$ cat config.mk
export PLATFORM = sky130hd
export DESIGN_NAME = irq_pender
export DESIGN_NICKNAME = d
export VERILOG_FILES = /design/src/rtl/irq_pender_pkg.sv /design/src/rtl/irq_lvl_sampler.sv /design/src/rtl/irq_pend_reg.sv /design/src/rtl/irq_pender.sv
export SDC_FILE = /design/constraint.sdc
export NUM_CORES = 1
export LEC_CHECK = 0
export ABC_AREA = 0
export BUFFER_PORTS_ARGS = -buffer_cell sky130_fd_sc_hd__buf_2
export CAP_MARGIN = 20
export CELL_PAD_IN_SITES_DETAIL_PLACEMENT = 0
export CELL_PAD_IN_SITES_GLOBAL_PLACEMENT = 1
export CORE_MARGIN = 3
export CORE_UTILIZATION = 36
export DETAILED_ROUTE_END_ITERATION = 6
export GPL_TIMING_DRIVEN = 0
export PLACE_DENSITY_LB_ADDON = 0.1
export SLEW_MARGIN = 20
export SYNTH_ARGS = -nofsm -noshare
export SYNTH_HDL_FRONTEND = slang
export SYNTH_HIERARCHICAL = 1
export SYNTH_SLANG_ARGS = --single-unit
$ cat constraint.sdc
create_clock -name clk -period 2 [get_ports clk]
set_clock_uncertainty 0.2 [all_clocks]
set_input_delay 0.4 -clock clk [delete_from_list [all_inputs] [get_ports clk]]
set_output_delay 0.4 -clock clk [all_outputs]
set_load 0.005 [all_outputs]
$ cat src/rtl/irq_pender_pkg.sv
package irq_pender_pkg;

    localparam int LVL_W = 3;

    typedef logic [LVL_W-1:0] lvl_t;

    typedef struct packed {
        logic act;
        lvl_t lvl;
    } pend_t;

    localparam pend_t PEND_IDLE = '{act: 1'b0, lvl: '0};

    function automatic lvl_t lines_to_level(input lvl_t lines_n);
        return ~lines_n;
    endfunction

    // A candidate wins when it is non-zero, is above the mask, and is above any
    // level that is already pending.
    function automatic logic cand_wins(input lvl_t cand, input lvl_t mask,
                                       input pend_t cur);
        return (cand != '0) && (cand > mask) && (!cur.act || (cand > cur.lvl));
    endfunction

endpackage

$ cat src/rtl/irq_lvl_sampler.sv
module irq_lvl_sampler
    import irq_pender_pkg::*;
#(
    parameter int DEPTH = 2
) (
    input  logic clk,
    input  logic rst,
    input  lvl_t lines_n,
    output lvl_t cand,
    output logic stable
);

    lvl_t tap [DEPTH];

    always_ff @(posedge clk) begin
        if (rst) tap[0] <= '0;
        else     tap[0] <= lines_to_level(lines_n);
    end

    for (genvar i = 1; i < DEPTH; i++) begin : g_tap
        always_ff @(posedge clk) begin
            if (rst) tap[i] <= '0;
            else     tap[i] <= tap[i-1];
        end
    end

    always_comb begin
        stable = 1'b1;
        for (int i = 1; i < DEPTH; i++) begin
            if (tap[i] != tap[0]) stable = 1'b0;
        end
    end

    assign cand = tap[0];

endmodule

$ cat src/rtl/irq_pend_reg.sv
module irq_pend_reg
    import irq_pender_pkg::*;
(
    input  logic  clk,
    input  logic  rst,
    input  logic  ack,
    input  lvl_t  mask,
    input  lvl_t  cand,
    input  logic  stable,
    output pend_t st
);

    pend_t nxt;

    always_comb begin
        nxt = st;
        if (ack)
            nxt = PEND_IDLE;
        else if (stable && cand_wins(cand, mask, st))
            nxt = '{act: 1'b1, lvl: cand};
    end

    always_ff @(posedge clk) begin
        if (rst) st <= PEND_IDLE;
        else     st <= nxt;
    end

endmodule

$ cat src/rtl/irq_pender.sv
module irq_pender
    import irq_pender_pkg::*;
#(
    parameter int QUAL_DEPTH = 2
) (
    input  logic             clk,
    input  logic             rst,
    input  logic [LVL_W-1:0] ipl_n_i,
    input  logic [LVL_W-1:0] mask_i,
    input  logic             ack_i,
    output logic             pend_o,
    output logic [LVL_W-1:0] pend_lvl_o
);

    localparam int TAPS = (QUAL_DEPTH < 2) ? 2 : QUAL_DEPTH;

    lvl_t  q_cand;
    logic  q_stable;
    pend_t p_st;

    irq_lvl_sampler #(.DEPTH(TAPS)) u_samp (
        .clk    (clk),
        .rst    (rst),
        .lines_n(ipl_n_i),
        .cand   (q_cand),
        .stable (q_stable)
    );

    irq_pend_reg u_pend (
        .clk   (clk),
        .rst   (rst),
        .ack   (ack_i),
        .mask  (mask_i),
        .cand  (q_cand),
        .stable(q_stable),
        .st    (p_st)
    );

    assign pend_o     = p_st.act;
    assign pend_lvl_o = p_st.lvl;

endmodule

* After elaboration in Yosys (flattened, before gate mapping) *
Memories as Yosys holds them, arrays and structs flattened.
Cells that the tools add are included.

cells by class
  muxes and demuxes = 6
  equal/unequal tests = 1
  bitwise gates (word level) = 3
  magnitude comparators = 2
  reductions and logical operators = 7

operators with widths
  kind                count
  > comparator 3 bit  2
  two-way mux 3 bit   2
  two-way mux 1 bit   4
  logical AND 1 bit   3
  != test 3 bit       1
  NOT 3 bit           1
  nonzero test 3 bit  1
  bitwise OR 1 bit    2
  OR reduction 2 bit  1
  zero test 1 bit     1
  logical OR 1 bit    1

word-level totals
  memory bits (writable) = 6
  output and inout bits = 4
  memories = 1
  bits of input ports = 9
  register bits = 4

memories
  name        depth  width  read ports  clocked after memory_dff  wr ports  line                   text
  u_samp.tap  2      3      2           0                         2         irq_lvl_sampler.sv:13  lvl_t tap [DEPTH];

* Logic depth before layout (Yosys ltp) *
Gate-level depths: netlist (run 1).

  word-level depth = 4
  depth in mapped cells = 7

* Cells and area by module *
Netlist (run 1), hierarchy kept.

by module, submodules not included
  module           area each (um^2)  cells each  times used
  irq_pend_reg     324.1             37          1
  irq_lvl_sampler  186.4             16          1

* Worst setup path after synthesis (run 1) *
Ideal clock, no wire load.

  path kind = input to register
  start point = input mask_i[1]
  end point = register u_pend/st[0] (netlist name)
  stages on the path = 7
  setup time = 116 ps
  data arrival time = 1,394 ps
  setup slack = 290 ps
  cell sequence = inv_1 > ha_1 > nor2b_2 > o21ai_1 > a21oi_2 > a21oi_1 > a41o_1

on the way
  word-level cells in the longest chain between the ends = 4

RTL lines
  what                             line                  text
  start, declared                  irq_pender.sv:9       input logic [LVL_W-1:0] mask_i,
  > comparator 3 bit               irq_pender_pkg.sv:22  return (cand != '0) && (cand > mask) && (!cur.act || (cand > cur.lvl));
  logical AND 1 bit (2 in series)  irq_pender_pkg.sv:22
  logical AND 1 bit                irq_pend_reg.sv:19    else if (stable && cand_wins(cand, mask, st))
  end signal, assigned             irq_pend_reg.sv:25    else st <= nxt;
  end, declared                    irq_pend_reg.sv:10    output pend_t st

Every way passes these cells.
A chain may end at the register's enable or synchronous reset.

==> results.yml, run 1 <==
critical_path:
  crit_fanout: 7
  endpoint_kind: "flip-flop"
  cp.arrival_ps: 1820
  reg2reg_slack_ps: 140
  rr_worst_depth: 6
  required_ps: 1960
  start_kind: "flip-flop"
  critPathKind: "flip-flop to flip-flop"
placed_design:
  port_buffers: 12
  dpl.cell_count: 79
  gp_congestion: 0.704
  hpwl_microns: 696
hold_path:
  min_delay_path_depth: 2
  hold_class: "input pin to flip-flop"
pwr:
  p_leak_nw: 0.315
  peakVddDrop_mv: 0.356
  p_per_area_nw_per_um2: 705
timing:
  slew_viol_final: 0
  setup-tns-final_ps: 0
  max_slew.worst_pin.slew_ps: 432
  slew_headroom_pct: 71.1
  rsz0062_at_grt: "false"
  max_freq_mhz: 538
  finalHoldViolations: 0
  fin_crit_sh_pct: 92.9
  finalSetupViolCount: 0
  period_needed_ps: 1860
detailed_routing:
  postRouteAntennaNets: 0
  top_layer: "met3"
  wl_met1_microns: 429
  routedWlPerCell_microns: 11.0
  routed_via_density: 4.98
  drc: 0
  wl_met2_microns: 427
  wl_met3_microns: 56
  first_pass_iters: 4
  totalWireLength_microns: 913
  drtIter0Drc: 2
  vias: 413
floorplan:
  initial_core_util_pct: 42.0
  core-area_sq_um: 1220
  die_height_microns: 43.7
  fp.dieArea_sq_um: 1910
  die_w_microns: 43.7
  io_pins: 13
  rows: 12
job:
  drv_cap: 0
yosys:
  ys_warn_count: 6
  synthesis.instances: 53
  synth_seq_cells: 10
  syn_area_sq_um: 510
  ys_seq_area_share_pct: 39.2
  yosysUniqueCellTypes: 19
  syn_nets: 68
  syn_area_per_cell_sq_um: 9.63
clocking:
  post-cts-setup-buffer-count: 0
  cts.sinks: 10
  clk_pin_slew_ps: 70
  root_buffer: "clkbuf_4"
  cts_buffers: 3
  htree_levels: 1
  hold_buffers: 0
  clock_latency_ps: 260
  clock_path_buffers: 2
  cts_tree: "done"
finish:
  diodes: 0
  layout-drive-gt1-share_pct: 31.9
  layout.cells.non_filler: 83
  nets: 85
  nFillCells: 125
  area_delta_synth_final_pct: 22.5
global_routing:
  grt_max_degree: 8
  grt_first_pass_wirelength_microns: 1520
  grt_pass1_vias: 377
  gr-usage-all-layers_pct: 10.4
  antenna_found_initial: 0
  grt_overflow: 0
run_status:
  status: "completed"
## cell type report
class	count	area, sq um	share of cell area [%]
multi-input combinational	36	284	45.4
tap	14	17.5	2.80
inverter	7	26.3	4.20
timing repair buffer	12	60.1	9.60
clock buffer	4	36.3	5.80
sequential	10	201	32.2
## synth_stat cells (all sizes together)
library cell / number / area (sq um)
o21a: 1 / 7.51
nor2b: 4 / 27.5
a211oi: 1 / 12.5
nand2: 3 / 11.3
xor2: 3 / 26.3
dfxtp: 10 / 200
nor2: 4 / 15.0
ha: 6 / 75.1
a41o: 3 / 30.0
o21ai: 3 / 26.3
nand3: 2 / 10.0
o311ai: 1 / 8.76
nor3: 1 / 10.0
a21oi: 4 / 23.8
inv: 7 / 26.3
## power by group
part           leakage [nW]  internal, mW  switching (mW)
Combinational         0.212        0.0245          0.0259
Sequential           0.0822         0.206         0.00752
Clock                0.0210         0.110          0.0671
Total                 0.315         0.341           0.101
## layout by cell type (no fill, tap or decap)
cell type	n
o21ai_4	1
buf_2	12
clkbuf_8	1
o21ai_0	1
nor3_2	1
o21ai_1	1
ha_1	6
clkbuf_4	3
a41o_1	3
nor2b_2	1
a21oi_2	1
a211oi_2	1
o21a_1	1
a21oi_1	3
nor2b_1	3
nor2_1	4
o311ai_1	1
dfxtp_1	9
nand2_1	3
nand3_1	2
xor2_1	3
inv_1	7
dfxtp_2	1
## critical path, stage by stage (launching register included)
cell and delay [ps]:
dfxtp_1 470, ha_1 290, nand3_1 90, o311ai_1 100, a21oi_2 280, a21oi_1 120
a41o_1 200
## per-stage QoR
step           utilization [%]  power [mW]  instance area (sq um)  setup WS, ps  hold WS [ps]
2_1_floorplan                -       0.251                    510           290           267
3_3_place_gp              48.4       0.268                    588          96.9           323
3_5_place_dp              48.4       0.268                    588          73.0           325
4_1_cts                   51.3       0.448                    624           111          77.5
5_1_grt                   51.4       0.461                    626          24.2          76.3
6_report                  51.4       0.441                    626           142          77.2
## registers in the layout, indices dropped and copies added, names as in the netlist
register,count
u_samp/tap,6
u_pend/st,4
## logic make-up (layout without fill, tap and decap cells)
family / count (synthesis) / in the layout / share of synthesized area, %
flops: 10 / 10 / 39.2
buf+inv: 7 / 23 / 5.15
simple gates: 14 / 14 / 14.5
compound gates: 13 / 13 / 21.3
fa+ha+maj: 6 / 6 / 14.7
xor+xnor: 3 / 3 / 5.15
## layer usage
layer	vias up	global-route usage [%]
li1	215	-
met1	187	14.0
met2	11	16.0
met3	0	1.24
met4	0	5.42
met5	-	0
## repair_timing
action / CTS / global route
gates resized for setup: 0 / 1
endpoints found under the setup margin: 0 / 3
hold endpoints to repair: 0 / 0
## final timing paths
kind / startpoint / end
min reg2reg: u_samp/tap[0][0] / u_samp/tap[1][0]
max: u_samp/tap[0][2] / u_pend/st[0]
min: ipl_n_i[0] / u_samp/tap[0][0]
max reg2reg: u_samp/tap[0][2] / u_pend/st[0]
Power figures use the tool's default switching activity.
==> run 2: changes to the inputs <==
- MAX_ROUTING_LAYER: default -> met4
==> run 2 against run 1 <==
  * First-iteration DRC count rose by 50%
  * Final cell count unchanged
  * Fmax about the same
  * Flip-flop and latch count unchanged
  * Sequential share of layout area stayed put
  * Via count decreased by 0.24%
  * Clock-buffer cell count is the same
==> results.yml, run 2 (same netlist as run 1, synthesis figures left out) <==
run_status:
  status: "completed"
critical_path:
  path_buf_inv: 0
  start_kind: "flip-flop"
  reg2reg_slack_ps: 140
  crit_cells: 6
  required_ps: 1960
  cpPeakStageDelay_ps: 470
  critPathKind: "flip-flop to flip-flop"
  crit_fanout: 7
  endpoint_kind: "flip-flop"
  crit_family: "compound AO/OA/AOI/OAI gates"
  worstSetupEndpoint: "u_pend/st[0]"
  reg2reg_to: "u_pend/st[0]"
  r2r-start: "u_samp/tap[0][2]"
  crit_start: "u_samp/tap[0][2]"
  cp_slowest_cell: "dfxtp_1"
  path_cells: "ha_1 -> nand3_1 -> o311ai_1 -> a21oi_2 -> a21oi_1 -> a41o_1"
  cp.arrival_ps: 1810
  rr_worst_depth: 6
finish:
  register_area_sq_um: 201
  layout-drive-gt1-share_pct: 31.9
  layout.cells.non_filler: 83
  nFillCells: 125
  design_area_sq_um: 626
  layout_common_cells: "buf_2 (12), dfxtp_1 (9), inv_1 (7)"
  largest_reg_flops: 6
  diodes: 0
  area_delta_synth_final_pct: 22.5
  final_common_cell: "buf_2"
  top_regs: "u_samp/tap (6), u_pend/st (4)"
  regMostFlops: "u_samp/tap"
  nets: 85
  multiInputGateArea_sq_um: 284
timing:
  slew_viol_final: 0
  period_needed_ps: 1860
  fin_crit_sh_pct: 92.9
  max_freq_mhz: 538
  finalHoldViolations: 0
  slew_headroom_pct: 71.1
  fin_ws_ps: 143
  finalSetupViolCount: 0
  max_slew.worst_pin.slew_ps: 432
  rsz0062_at_grt: "false"
  setup-tns-final_ps: 0
global_routing:
  grt_first_pass_wirelength_microns: 1530
  grt_max_degree: 8
  grt_overflow: 0
  grt_pass1_vias: 374
  gr-usage-all-layers_pct: 10.7
  antenna_found_initial: 0
pwr:
  peakVddDrop_mv: 0.356
  p_leak_nw: 0.315
  power_mw: 0.441
  p_per_area_nw_per_um2: 705
detailed_routing:
  totalWireLength_microns: 914
  routed_via_density: 4.96
  routedWlPerCell_microns: 11.0
  first_pass_iters: 4
  drtIter0Drc: 3
  postRouteAntennaNets: 0
  drc: 0
  vias: 412
floorplan:
  io_pins: 13
  initial_core_util_pct: 42.0
  rows: 12
  die_w_microns: 43.7
  die_height_microns: 43.7
  core-area_sq_um: 1220
  fp.dieArea_sq_um: 1910
clocking:
  cts_tree: "done"
  root_buffer: "clkbuf_4"
  clock_path_buffers: 2
  cts.sinks: 10
  htree_levels: 1
  clk_pin_slew_ps: 70
  hold_buffers: 0
  clock_latency_ps: 260
  cts_buffers: 3
job:
  drv_cap: 0
placed_design:
  placed_cell_area_sq_um: 588
  hpwl_microns: 696
  port_buffers: 12
  gp_congestion: 0.712
  dpl.cell_count: 79
  post-place-ws_ps: 73.0
hold_path:
  hold_class: "input pin to flip-flop"
==> run 2: worst min-delay path by stage <==
stage	startpoint	to	slack (ps)	depth (start not counted)
3_5_place_dp	u_samp/tap[0][0]	u_samp/tap[1][0]	330	1
5_1_grt	ipl_n_i[0]	u_samp/tap[0][0]	80	2
2_1_floorplan	ipl_n_i[0]	u_samp/tap[0][0]	270	1
3_3_place_gp	u_samp/tap[0][0]	u_samp/tap[1][0]	320	1
6_report	ipl_n_i[0]	u_samp/tap[0][0]	80	2
4_1_cts	ipl_n_i[0]	u_samp/tap[0][0]	80	2
==> run 2: layer usage <==
layer / up-vias / wire (microns) / global-route usage, %
li1: 215 / - / -
met1: 186 / 431 / 14.0
met2: 11 / 426 / 16.0
met3: 0 / 56 / 1.24
met4: 0 / 0 / 5.42
met5: - / 0 / -
==> run 2: what timing repair did <==
action                                  4_1_cts  5_1_grt
buffers inserted                              0        0
endpoints found under the setup margin        0        3
resized for setup                             0        1
==> run 2: stage by stage <==
step	hold WS [ps]	utilization, %
6_report	77.8	51.4
3_5_place_dp	325	48.4
2_1_floorplan	267	-
3_3_place_gp	323	48.4
5_1_grt	76.3	51.4
4_1_cts	77.5	51.3
==> run 2: worst reg2reg max path, stage by stage, from the launching register on <==
cell,delay (ps)
dfxtp_1,470
ha_1,290
nand3_1,90
o311ai_1,100
a21oi_2,280
a21oi_1,120
a41o_1,200
==> run 2: area by class of cell <==
cell class	instances	area share, %
clock buffers	4	5.80
inverters	7	4.20
multi-input cells	36	45.4
flip-flops and latches	10	32.2
well taps	14	2.80
repair buffers	12	9.60
==> run 2: report_power, final <==
group          switching, mW  internal [mW]
combinational         0.0260         0.0245
clock                 0.0668          0.110
sequential           0.00752          0.206
total                  0.100          0.341
==> run 3: changes to the inputs <==
--- a/config.mk
+++ b/config.mk
@@ -17,5 +17,5 @@
 export MAX_ROUTING_LAYER = met4
 export PLACE_DENSITY_LB_ADDON = 0.1
-export SLEW_MARGIN = 20
+export SLEW_MARGIN = 25
 export SYNTH_ARGS = -nofsm -noshare
 export SYNTH_HDL_FRONTEND = slang
==> constraint.sdc (replaced) <==
create_clock -name clk -period 2 [get_ports clk]
set_clock_uncertainty 0.2 [all_clocks]
set_input_delay 0.3 -clock clk [delete_from_list [all_inputs] [get_ports clk]]
set_output_delay 0.3 -clock clk [all_outputs]
set_load 0.005 [all_outputs]
==> run 3 against run 2 <==
  * Power rose by 0.58%
  * Flip-flop and latch count did not move
  * Wire length rose by 0.44%
  * Critical path depth did not move
  * First-iteration DRC count fell by 67%
  * Worst setup slack got worse by 3.8 ps
  * Clock power barely moved
  * Core utilization rose by 2.5 points
  * Final cell count rose by 3.6%
  * Register-to-register slack barely moved
  * Final area rose by 4.8%
  * Combinational power rose by 8.9%
==> results.yml, run 3 (same netlist as run 1, synthesis figures left out) <==
hold_path:
  hold_start: "rst"
  holdPathEnd: "u_samp/tap[0][2]"
  min_delay_path_depth: 2
  hold_class: "input pin to flip-flop"
finish:
  diodes: 0
  nFillCells: 123
  regMostFlops: "u_samp/tap"
  layout_common_cells: "buf_2 (12), dfxtp_1 (9), inv_1 (7)"
  nets: 88
  top_regs: "u_samp/tap (6), u_pend/st (4)"
  layout-drive-gt1-share_pct: 30.6
  final_common_cell: "buf_2"
  area_delta_synth_final_pct: 28.4
  largest_reg_flops: 6
critical_path:
  crit_start: "u_samp/tap[0][2]"
  reg2reg_to: "u_pend/st[0]"
  required_ps: 1950
  reg2reg_slack_ps: 140
  crit_fanout: 7
  r2r-start: "u_samp/tap[0][2]"
  cp.arrival_ps: 1810
  critPathKind: "flip-flop to flip-flop"
  start_kind: "flip-flop"
  endpoint_kind: "flip-flop"
  rr_worst_depth: 6
timing:
  slew_headroom_pct: 71.1
  rsz0062_at_grt: "false"
  finalSetupViolCount: 0
  max_slew.worst_pin.slew_ps: 432
  period_needed_ps: 1860
  max_freq_mhz: 537
  finalHoldViolations: 0
  fin_crit_sh_pct: 93.0
  setup-tns-final_ps: 0
  fin_hold_ws_ps: 73.2
  slew_viol_final: 0
pwr:
  p_int_mw: 0.344
  p_per_area_nw_per_um2: 677
  switching_share_pct: 22.3
  peakVddDrop_mv: 0.356
  power_switching_mw: 0.0991
  pwr-share-seq_pct: 48.1
  combinationalPowerShare_pct: 12.4
  p_clk_share_pct: 39.6
  p_leak_nw: 0.328
detailed_routing:
  routed_via_density: 4.90
  vias: 421
  wl_met2_microns: 411
  postRouteAntennaNets: 0
  drc: 0
  drtIter0Drc: 1
  routedWlPerCell_microns: 10.7
  wl_met3_microns: 43
  wl_met1_microns: 463
  top_layer: "met3"
  totalWireLength_microns: 918
  first_pass_iters: 4
clocking:
  post-cts-setup-buffer-count: 0
  clk_pin_slew_ps: 60
  root_buffer: "clkbuf_4"
  htree_levels: 1
  clock_latency_ps: 260
  clock_path_buffers: 2
  cts.sinks: 10
  cts_buffers: 3
  cts_tree: "done"
floorplan:
  die_height_microns: 43.7
  io_pins: 13
  initial_core_util_pct: 42.0
  core-area_sq_um: 1220
  die_w_microns: 43.7
  fp.dieArea_sq_um: 1910
  rows: 12
placed_design:
  hpwl_microns: 696
  gp_congestion: 0.712
  port_buffers: 12
global_routing:
  grt_overflow: 0
  gr-usage-all-layers_pct: 10.8
  grt_first_pass_wirelength_microns: 1540
  antenna_found_initial: 0
  grt_max_degree: 8
  grt_pass1_vias: 374
job:
  drv_cap: 0
run_status:
  status: "completed"
[run 3: changes by cell type in the layout (fill, tap and decap cells not counted)]
cell | before | now
dlygate4sd3_1 | 0 | 3
[run 3: through the flow]
step / setup slack (ps) / power, mW / util, % / area, sq um / instances
final: 139 / 0.444 / 53.9 / 656 / 86
after global routing: 16.8 / 0.465 / 53.9 / 656 / 86
after CTS: 111 / 0.452 / 53.8 / 654 / 86
after detailed placement: 125 / 0.268 / 48.4 / 588 / 79
after global placement: 140 / 0.268 / 48.4 / 588 / 79
after floorplan: 296 / 0.251 / - / 510 / 53
[run 3: worst max-delay path, stage by stage (launching register included)]
cell	delay, ps
dfxtp_1	470
ha_1	290
nand3_1	90
o311ai_1	110
a21oi_2	280
a21oi_1	120
a41o_1	200
[run 3: power by group through the flow]
stage	Sequential, mW	Clock (mW)	Combinational (mW)
6_report	0.213	0.175	0.0549
5_1_grt	0.215	0.188	0.0632
4_1_cts	0.213	0.183	0.0556
3_5_place_dp	0.218	0	0.0505
3_3_place_gp	0.218	0	0.0502
2_1_floorplan	0.216	0	0.0352
[run 3: per-layer routing]
metal	track usage, %	vias up
met2	16.3	9
met5	-	-
met4	5.42	0
li1	-	223
met1	14.0	189
met3	1.24	0
[run 3: area by class of cell]
class                      count  area [sq um]  area share (%)
multi-input combinational     36           284            43.3
timing repair buffer          15          90.1            13.7
clock buffer                   4          36.3            5.53
inverter                       7          26.3            4.01
sequential                    10           201            30.7
tap                           14          17.5            2.67
[run 3: worst max-delay path by stage]
stage	endpoint	cells after the start
6_report	u_pend/st[0]	6
5_1_grt	u_pend/st[2]	6
4_1_cts	u_pend/st[1]	7
3_5_place_dp	u_pend/st[1]	7
3_3_place_gp	u_pend/st[1]	6
2_1_floorplan	u_pend/st[0]	7
[run 3: what timing repair did]
action,CTS,global route
setup endpoints to repair,0,3
gates resized for setup,0,1
hold endpoints to repair,3,0
hold buffers,3,0
